===== src/rtl/can_irq_pkg.sv =====
package can_irq_pkg;

  localparam int WORD_W = 16;

  // Register word addresses
  localparam int ADDR_CTRL = 0;
  localparam int ADDR_ID   = 1;
  localparam int ADDR_OBJ  = 2;

  // Bit positions inside word 0
  localparam int CTRL_IE_BIT  = 0;
  localparam int CTRL_SIE_BIT = 1;
  localparam int STAT_TX_BIT  = 8;
  localparam int STAT_RX_BIT  = 9;

  typedef struct packed {
    logic boff;
    logic ewrn;
    logic rxok;
    logic txok;
  } stat_t;

endpackage


===== src/rtl/can_irq_stat.sv =====
module can_irq_stat #(
  parameter int CNT_W      = 8,
  parameter int EWRN_LIMIT = 96
) (
  input  logic             clk,
  input  logic             rst,
  input  logic             tx_done,
  input  logic             rx_done,
  input  logic [CNT_W-1:0] tec,
  input  logic [CNT_W-1:0] rec,
  input  logic             boff_in,
  input  logic             sc_en,
  input  logic             clr_tx,
  input  logic             clr_rx,
  input  logic             sc_clr,
  output can_irq_pkg::stat_t stat,
  output logic             sc_pend
);

  localparam logic [CNT_W-1:0] LIMIT = CNT_W'(EWRN_LIMIT);

  logic ewrn_d;
  logic tx_rise, rx_rise, changed;

  assign ewrn_d  = (tec >= LIMIT) || (rec >= LIMIT);
  assign tx_rise = tx_done && !stat.txok;
  assign rx_rise = rx_done && !stat.rxok;
  assign changed = tx_rise || rx_rise ||
                   (ewrn_d != stat.ewrn) || (boff_in != stat.boff);

  always_ff @(posedge clk) begin
    if (rst) begin
      stat    <= '0;
      sc_pend <= 1'b0;
    end else begin
      // hardware sets win over a CPU clear in the same cycle
      if (tx_done)     stat.txok <= 1'b1;
      else if (clr_tx) stat.txok <= 1'b0;
      if (rx_done)     stat.rxok <= 1'b1;
      else if (clr_rx) stat.rxok <= 1'b0;
      stat.ewrn <= ewrn_d;
      stat.boff <= boff_in;
      if (sc_en && changed) sc_pend <= 1'b1;
      else if (sc_clr)      sc_pend <= 1'b0;
    end
  end

endmodule


===== src/rtl/can_irq_objpend.sv =====
module can_irq_objpend #(
  parameter int NUM_OBJ = 14
) (
  input  logic               clk,
  input  logic               rst,
  input  logic [NUM_OBJ-1:0] evt,
  input  logic [NUM_OBJ-1:0] clr,
  output logic [NUM_OBJ-1:0] pend
);

  for (genvar gi = 0; gi < NUM_OBJ; gi++) begin : g_obj
    always_ff @(posedge clk) begin
      if (rst)          pend[gi] <= 1'b0;
      else if (evt[gi]) pend[gi] <= 1'b1;
      else if (clr[gi]) pend[gi] <= 1'b0;
    end
  end

endmodule


===== src/rtl/can_irq_prio.sv =====
module can_irq_prio #(
  parameter int NUM_OBJ = 14,
  parameter int ID_W    = 8
) (
  input  logic               sc_pend,
  input  logic [NUM_OBJ-1:0] obj_pend,
  output logic [ID_W-1:0]    id
);

  // Scan from the highest object down so the lowest pending index remains.
  always_comb begin
    id = '0;
    for (int i = NUM_OBJ - 1; i >= 0; i--) begin
      if (obj_pend[i]) id = ID_W'(i + 2);
    end
    if (sc_pend) id = ID_W'(1);
  end

endmodule


===== src/rtl/can_irq_unit.sv =====
module can_irq_unit
  import can_irq_pkg::*;
#(
  parameter int NUM_OBJ    = 14,
  parameter int CNT_W      = 8,
  parameter int EWRN_LIMIT = 96,
  parameter int ADDR_W     = 4,
  parameter int ID_W       = 8
) (
  input  logic               clk,
  input  logic               rst,
  input  logic [ADDR_W-1:0]  bus_addr,
  input  logic               bus_wr,
  input  logic               bus_rd,
  input  logic [1:0]         bus_be,
  input  logic [15:0]        bus_wdata,
  output logic [15:0]        bus_rdata,
  input  logic               tx_done,
  input  logic               rx_done,
  input  logic [CNT_W-1:0]   tec,
  input  logic [CNT_W-1:0]   rec,
  input  logic               boff_in,
  input  logic [NUM_OBJ-1:0] obj_evt,
  output logic [ID_W-1:0]    int_id,
  output logic               irq
);

  localparam int OBJ_WORDS = (NUM_OBJ + WORD_W - 1) / WORD_W;
  localparam int PAD_W     = OBJ_WORDS * WORD_W;

  logic               ctrl_ie, ctrl_sie;
  stat_t              stat;
  logic               sc_pend;
  logic [NUM_OBJ-1:0] obj_pend, obj_clr;
  logic [ID_W-1:0]    id_comb, int_id_q;
  logic               irq_q;
  logic [15:0]        rdata_q, rd_word;
  logic [PAD_W-1:0]   obj_pad;
  logic               ctrl_wr, ctrl_rd;
  logic               clr_tx, clr_rx, sc_clr;
  logic               unused_wbits;

  assign unused_wbits = ^bus_wdata;

  assign ctrl_wr = bus_wr && (bus_addr == ADDR_W'(ADDR_CTRL));
  assign ctrl_rd = bus_rd && (bus_addr == ADDR_W'(ADDR_CTRL));
  assign clr_tx  = ctrl_wr && bus_be[1] && !bus_wdata[STAT_TX_BIT];
  assign clr_rx  = ctrl_wr && bus_be[1] && !bus_wdata[STAT_RX_BIT];
  assign sc_clr  = ctrl_rd && bus_be[1];

  // control byte
  always_ff @(posedge clk) begin
    if (rst) begin
      ctrl_ie  <= 1'b0;
      ctrl_sie <= 1'b0;
    end else if (ctrl_wr && bus_be[0]) begin
      ctrl_ie  <= bus_wdata[CTRL_IE_BIT];
      ctrl_sie <= bus_wdata[CTRL_SIE_BIT];
    end
  end

  can_irq_stat #(
    .CNT_W     (CNT_W),
    .EWRN_LIMIT(EWRN_LIMIT)
  ) stat_i (
    .clk    (clk),
    .rst    (rst),
    .tx_done(tx_done),
    .rx_done(rx_done),
    .tec    (tec),
    .rec    (rec),
    .boff_in(boff_in),
    .sc_en  (ctrl_sie),
    .clr_tx (clr_tx),
    .clr_rx (clr_rx),
    .sc_clr (sc_clr),
    .stat   (stat),
    .sc_pend(sc_pend)
  );

  // per-object write-one-to-clear strobes
  for (genvar gi = 0; gi < NUM_OBJ; gi++) begin : g_clr
    localparam int WI = gi / WORD_W;
    localparam int BI = gi % WORD_W;
    assign obj_clr[gi] = bus_wr && (bus_addr == ADDR_W'(ADDR_OBJ + WI)) &&
                         bus_be[BI / 8] && bus_wdata[BI];
  end

  can_irq_objpend #(
    .NUM_OBJ(NUM_OBJ)
  ) objpend_i (
    .clk (clk),
    .rst (rst),
    .evt (obj_evt),
    .clr (obj_clr),
    .pend(obj_pend)
  );

  can_irq_prio #(
    .NUM_OBJ(NUM_OBJ),
    .ID_W   (ID_W)
  ) prio_i (
    .sc_pend (sc_pend),
    .obj_pend(obj_pend),
    .id      (id_comb)
  );

  // read mux
  always_comb begin
    obj_pad = '0;
    obj_pad[NUM_OBJ-1:0] = obj_pend;
    rd_word = '0;
    if (bus_addr == ADDR_W'(ADDR_CTRL)) begin
      rd_word = {4'b0, stat, 6'b0, ctrl_sie, ctrl_ie};
    end else if (bus_addr == ADDR_W'(ADDR_ID)) begin
      rd_word = 16'(int_id_q);
    end else begin
      for (int w = 0; w < OBJ_WORDS; w++) begin
        if (bus_addr == ADDR_W'(ADDR_OBJ + w)) rd_word = obj_pad[w*WORD_W +: WORD_W];
      end
    end
  end

  // registered outputs
  always_ff @(posedge clk) begin
    if (rst) begin
      int_id_q <= '0;
      irq_q    <= 1'b0;
      rdata_q  <= '0;
    end else begin
      int_id_q <= id_comb;
      irq_q    <= ctrl_ie && (id_comb != '0);
      if (bus_rd) rdata_q <= rd_word;
    end
  end

  assign int_id    = int_id_q;
  assign irq       = irq_q;
  assign bus_rdata = rdata_q;

endmodule


===== config.mk =====
export PLATFORM = sky130hd
export DESIGN_NAME = can_irq_unit
export DESIGN_NICKNAME = d
export VERILOG_FILES = /design/src/rtl/can_irq_pkg.sv /design/src/rtl/can_irq_stat.sv /design/src/rtl/can_irq_objpend.sv /design/src/rtl/can_irq_prio.sv /design/src/rtl/can_irq_unit.sv
export SDC_FILE = /design/constraint.sdc
export NUM_CORES = 1
export LEC_CHECK = 0
export BUFFER_PORTS_ARGS = -buffer_cell sky130_fd_sc_hd__buf_2
export CORE_MARGIN = 2
export CORE_UTILIZATION = 30
export CTS_CLUSTER_SIZE = 12
export DETAILED_ROUTE_END_ITERATION = 8
export PLACE_DENSITY = 0.56
export SETUP_SLACK_MARGIN = 0.02
export SYNTH_ARGS = -nofsm -noshare
export SYNTH_HDL_FRONTEND = slang
export SYNTH_SLANG_ARGS = --single-unit

===== constraint.sdc =====
create_clock -name clk -period 1.7 [get_ports clk]
set_input_delay 0.255 -clock clk [delete_from_list [all_inputs] [get_ports clk]]
set_output_delay 0.255 -clock clk [all_outputs]
set_load 0.01 [all_outputs]

==> results of run 1 <==
[worst register-to-register path: cells and delay by family, from the launching register on]
kind,cells,cell delay [ps]
simple gates,1,80
compound gates,3,830
flops,1,460
[per-layer routing]
| metal | up-vias | GRT usage |
|---|---|---|
| met5 | - | 0 |
| met4 | 0 | 0.0695 |
| met3 | 8 | 0.0396 |
| met2 | 55 | 0.238 |
| met1 | 773 | 0.192 |
| li1 | 882 | - |
[power breakdown]
part	switching, mW	internal (mW)	leakage (nW)
combinational	0.135	0.123	0.591
sequential	0.0518	0.982	0.330
clock	0.315	0.331	0.0455
[final cells by class]
cell class | count | area (um2) | area share
Tap cell | 75 | 93.8 | 0.0408
Inverter | 7 | 26.3 | 0.0114
Multi-Input combinational cell | 155 | 905 | 0.394
Sequential cell | 40 | 801 | 0.348
Timing Repair Buffer | 71 | 383 | 0.167
Clock buffer | 8 | 90.1 | 0.0392
[synthesized netlist by cell type (2+ instances only)]
| library cell | number | area [um2] |
|---|---|---|
| o2bb2ai_1 | 2 | 17.5 |
| a22oi_1 | 4 | 30.0 |
| buf_4 | 6 | 45.0 |
| or4_1 | 2 | 15.0 |
| a22o_1 | 3 | 26.3 |
| o22ai_1 | 2 | 12.5 |
| nand2b_1 | 12 | 75.1 |
| buf_1 | 2 | 7.51 |
| nor2b_1 | 3 | 18.8 |
| nand3_1 | 26 | 130 |
| o21ai_1 | 2 | 10.0 |
| nor2_1 | 29 | 109 |
| inv_1 | 7 | 26.3 |
| clkbuf_1 | 7 | 26.3 |
| mux2i_1 | 4 | 40.0 |
| buf_2 | 2 | 10.0 |
| a211oi_1 | 4 | 30.0 |
| dfxtp_1 | 40 | 801 |
| o21ai_0 | 2 | 10.0 |
| nor4_1 | 3 | 18.8 |
| a21oi_1 | 31 | 155 |
| nand2_1 | 3 | 11.3 |
| and2_1 | 3 | 18.8 |
[how the worst min path moves through the flow]
| stage | from | endpoint | slack, ps |
|---|---|---|---|
| after global routing | obj_evt[7] | objpend_i.pend[7] | 170 |
| after global placement | bus_rdata[4] | bus_rdata[4] | 450 |
| final | obj_evt[13] | objpend_i.pend[13] | 170 |
| after floorplan | obj_evt[0] | objpend_i.pend[0] | 370 |
| after detailed placement | bus_rdata[6] | bus_rdata[6] | 460 |
| after CTS | obj_evt[13] | objpend_i.pend[13] | 160 |
[sequential cells by signal (all words and copies together), names as in the netlist]
signal,count
bus_rdata,14
ctrl_ie,1
ctrl_sie,1
int_id,4
irq,1
objpend_i.pend,14
stat_i.sc_pend,1
stat_i.stat,4
[cell families after synthesis]
family | after synthesis | share of synthesized area
buffers and inverters | 24 | 0.0639
XOR/XNOR | 1 | 0.00486
flip-flops | 40 | 0.444
AO/OA/AOI/OAI | 59 | 0.210
AND/OR/NAND/NOR | 85 | 0.253
other | 1 | 0.00208
multiplexers | 4 | 0.0222
[metrics by stage]
step | area, um2 | cells
after global routing | 2300 | 356
final | 2300 | 356
after CTS | 2300 | 356
after detailed placement | 2210 | 348
after global placement | 2210 | 348
after floorplan | 1820 | 219
==> metrics, run 1 <==
status=complete, no violations; pre-CTS setup slack=101 ps; ys async rst share=0; number of buffers and inverters on the critical path=0; share of cells above drive strength 1=0.288; Die W=81.5 um; Post-Syn Area per Cell=8.42 um2; Initial DRC Count=81; min cycle time layout=1440 ps; most frequent cells in the layout=buf_2, dfxtp_1, a21oi_1; final worst setup slack=257 ps; setup repair bufs after CTS=0; Max Clk Rate=693 MHz; Final Core Density=0.393; synth warn=0; Reg2Reg Launch Point=objpend_i.pend[9]; clock buffer depth=2; max-cap viol count=0; commonest non-fill, non-tap cell in the layout=buf_2; first-pass GRT wire length=7620 um; total grt overflow=0; Synth Flop Type=dfxtp_1; Final GP Congestion=0.784; capturing point of the worst reg2reg path=int_id[0]; Setup TNS=0 ps; worst-skew pair later-pin latency=290 ps; vias per cell=4.83; Cell Area, Synth=1800 um2; slowest CP cell=dfxtp_1; wire per inst=13.3 um; final setup fails=0; unrepaired setup endpoints after global routing=false; Crit. Startpoint=objpend_i.pend[9]; WHS Path Cells=3; Die H=81.5 um; clock root cell=clkbuf_8; First-pass DRT Iterations=4; reg2reg setup slack=260 ps; Synth cell types=38; EDFF count, synth=0; Worst-path clk slew=80 ps; met3 wire length=298 um; hold_ws=168 ps; PostCTS Resize Cnt=0; cell family with most CP delay=compound AO/OA/AOI/OAI gates; htree depth=2; CTS tree=yes; CP Launch Type=flop; die area=6640 um2; vias in the first global route=1671; largest net degree at the start of global routing=25; highest routed layer=met4; WL met1=2300 um; Final #Nets=339; Slew Limit Fails=0; Leak=0.967 nW; cell count after synthesis=214; CP Max Fanout=6; initial antenna violation count=0; CP arrival=1670 ps; initial core utilization=0.308; Post-DRT Antenna Nets=0; CTS Hold Bufs=0; core area=5850 um2; power per cell area=843 nW/um2; CP max stage delay=460 ps; Final period util=0.849; Fillers=625; Hold Crit Class=in -> reg; Critical Path End Type=flop; Total Routing Usage GR=0.151; CTS buffer count=5; Buffers on Ports=65; critical path, cell by cell=nor2_1 > a221o_1 > a2111o_1 > a21oi_1; Req. time, crit path=1930 ps; Yosys reg bits=40; Detail Placement HPWL=3530 um; WS Path Type=reg -> reg; P&R area growth vs syn=27.6%; Total Routed Length=4730 um; Clock Skews=6.18 ps; I/O pin count=84; total number of vias=1718; Worst setup endpoint=int_id[0]; CP Depth=4; total power=1.94 mW; Max VDD drop=0.000340 V; met2 wire len=2040 um; final hold violations=0; Antenna diodes=0; # clock sinks=40; DRC viols=0; post-synthesis sequential area ratio=0.444; r2r worst-path depth=4; row count=28
Power figures use the tool's default switching activity.
==> inputs of run 2 (changes only) <==
ABC_AREA = 1   (was unset)
PLACE_DENSITY = 0.57   (was 0.56)
clock period = 1.2 ns   (was 1.7 ns; I/O delays follow)
==> run 2 against run 1 <==
Compared with the run above:
- die area increased by 5.0%
- power increased by 51%
- clock skew increased by 0.93 ps
- the flow now finishes with violations (negative setup slack)
- highest routed layer unchanged
- critical endpoint is now irq
==> metrics, run 2 <==
initial antenna violation count=0 (unchanged); status=finished, violations left (was complete, no violations); Slew Limit Fails=0 (unchanged); cell family with most CP delay=simple AND/OR/NAND/NOR gates (was compound AO/OA/AOI/OAI gates); power per cell area=1130 nW/um2 (was 843 nW/um2); clock buffer depth=2 (unchanged); CP Max Fanout=2 (was 6); min cycle time layout=1290 ps (was 1440 ps); total power=2.93 mW (was 1.94 mW); number of buffers and inverters on the critical path=2 (was 0); CP max stage delay=330 ps (was 460 ps); I/O pin count=84 (unchanged); Max VDD drop=0.000376 V (was 0.000340 V); worst-skew pair later-pin latency=300 ps (was 290 ps); share of the synthesized area in the top cell type=0.422 (was 0.444); cell count after synthesis=271 (was 214); synth warn=0 (unchanged); CP arrival=1500 ps (was 1670 ps); initial core utilization=0.315 (was 0.308); Final GP Congestion=0.909 (was 0.784); first-pass GRT wire length=8220 um (was 7620 um); Critical Path End Type=flop (unchanged); core area=6030 um2 (was 5850 um2); CP Depth=17 (was 4); CTS tree=yes (unchanged); CP Launch Type=flop (unchanged); Leak=1.34 nW (was 0.967 nW); placed cell areas=2430 um2 (was 2210 um2); clock root cell=clkbuf_8 (unchanged); Antenna diodes=0 (unchanged); Cell Area, Synth=1900 um2 (was 1800 um2); final worst setup slack=-86.2 ps (was 257 ps); Synth area leader=dfxtp_1 (unchanged); share of cells above drive strength 1=0.351 (was 0.288); Final #Nets=417 (was 339); Final period util=1.07 (was 0.849); Initial DRC Count=76 (was 81); Total Routing Usage GR=0.148 (was 0.151); Synth Flop Type=dfxtp_1 (unchanged); Max Clk Rate=777 MHz (was 693 MHz); WHS Path Cells=3 (unchanged); row count=28 (unchanged); vias per cell=4.38 (was 4.83); failing checks=negative setup slack; Die H=83.5 um (was 81.5 um); post-synthesis sequential area ratio=0.422 (was 0.444); CTS buffer count=5 (unchanged); total number of vias=1900 (was 1718); Post-Syn Area per Cell=6.99 um2 (was 8.42 um2); commonest non-fill, non-tap cell in the layout=buf_2 (unchanged); r2r worst-path depth=17 (was 4); CP most frequent cell=nand2_1; First-pass DRT Iterations=4 (unchanged); reg2reg setup slack=-90 ps (was 260 ps); P&R area growth vs syn=37.2% (was 27.6%); count leader, synth=inv_1 (was dfxtp_1); max-cap viol count=0 (unchanged); Yosys reg bits=40 (unchanged); Worst-path clk slew=80 ps (about the same); wire per inst=11.1 um (was 13.3 um); htree depth=2 (unchanged); Total Routed Length=4820 um (was 4730 um); Buffers on Ports=65 (unchanged); Die W=83.5 um (was 81.5 um); Hold Crit Class=in -> reg (unchanged); critical path, cell by cell=inv_2 > nand2_1 > nand2_1 > nand2_1 > nand2_1 > nand2_1 > nand2_1 > nand2_1 > nand2_1 > nand2_1 > nand2_1 > nand2_1 > nand2_1 > nand2_2 > nand3_2 > nand2_1 > inv_1 (was nor2_1 > a221o_1 > a2111o_1 > a21oi_1); Synth cell types=27 (was 38); final hold violations=0 (unchanged); WS Path Type=reg -> reg (unchanged); Final Cell Area=2600 um2 (was 2300 um2); ys async rst share=0 (unchanged); total grt overflow=0 (unchanged); Clock Skews=7.10 ps (was 6.18 ps); most frequent cells in the layout=buf_2, inv_1, nand2_1 (was buf_2, dfxtp_1, a21oi_1); final setup fails=2 (was 0); Synth area leaders=dfxtp_1, inv_1, a21oi_1 (was dfxtp_1, a21oi_1, nand3_1); vias in the first global route=1782 (was 1671); # clock sinks=40 (unchanged); DRC viols=0 (unchanged); slowest CP cell=dfxtp_2 (was dfxtp_1); EDFF count, synth=0 (unchanged); Synth top cells by count=inv_1, dfxtp_1, nand2_1 (was dfxtp_1, a21oi_1, nor2_1); unrepaired setup endpoints after global routing=true (was false); Post-DRT Antenna Nets=0 (unchanged); die area=6970 um2 (was 6640 um2); hold_ws=100 ps (was 168 ps); largest net degree at the start of global routing=27 (was 25); Detail Placement HPWL=3810 um (was 3530 um); CTS Hold Bufs=0 (unchanged); Req. time, crit path=1410 ps (was 1930 ps)
==> run 2: per-stage QoR <==
stage          instances  TNS, ps   util  worst slack (ps)
2_1_floorplan        276        0      -              25.6
3_3_place_gp         425    -4450  0.403              -221
3_5_place_dp         425    -4630  0.403              -231
4_1_cts              434     -113  0.427             -93.1
5_1_grt              434     -586  0.431              -293
6_report             434     -113  0.431             -86.2
==> run 2: where the power goes <==
part,switching (mW),leakage (nW),total [mW],internal (mW)
registers,0.0545,0.333,1.46,1.41
logic,0.272,0.962,0.508,0.235
clock network,0.496,0.0434,0.961,0.465
==> run 2: kinds of logic (layout without fill, tap and decap cells) <==
family / count (synthesis) / count (layout) / synth area share
xor+xnor: 1 / 1 / 0.00462
simple gates: 79 / 79 / 0.189
compound gates: 71 / 71 / 0.204
buf+inv: 79 / 162 / 0.178
flops: 40 / 40 / 0.422
other cells: 1 / 6 / 0.00198
==> run 2: timing repair <==
action / 4_1_cts / 5_1_grt
cloned: 0 / 0
endpoints found under the setup margin: 5 / 14
resized for setup: 12 / 8
pin swaps: 4 / 3
endpoints found under the hold margin: 0 / 0
buffers inserted: 1 / 0
==> run 2: worst paths after layout <==
path | startpoint | endpoint
worst max-delay path | objpend_i.pend[12] | irq
worst min-delay path | obj_evt[6] | objpend_i.pend[6]
worst max register to register | objpend_i.pend[12] | irq
worst min register to register | bus_rdata[3] | bus_rdata[3]
==> run 2: final cells by class <==
| class | instances | area [um2] |
|---|---|---|
| Clock buffer | 6 | 82.6 |
| Clock inverter | 2 | 15.0 |
| Fill cell | 666 | 3430 |
| Inverter | 65 | 249 |
| Multi-Input combinational cell | 157 | 845 |
| Sequential cell | 40 | 810 |
| Tap cell | 75 | 93.8 |
| Timing Repair Buffer | 89 | 505 |
==> run 2: worst register-to-register path, stage by stage (launching register included) <==
cell and delay (ps):
dfxtp_2 330, inv_2 30, nand2_1 50, nand2_1 40
nand2_1 50, nand2_1 40, nand2_1 60, nand2_1 50
nand2_1 60, nand2_1 50, nand2_1 60, nand2_1 50
nand2_1 50, nand2_1 60, nand2_2 70, nand3_2 60
nand2_1 50, inv_1 30
==> run 2: per-layer routing <==
metal  share of wire  global-route usage  vias up
met5               0                   0        -
met4           0.030              0.0748        0
met3           0.062              0.0445       13
met2            0.47               0.228       48
met1            0.44               0.186      826
li1                -                   -     1013
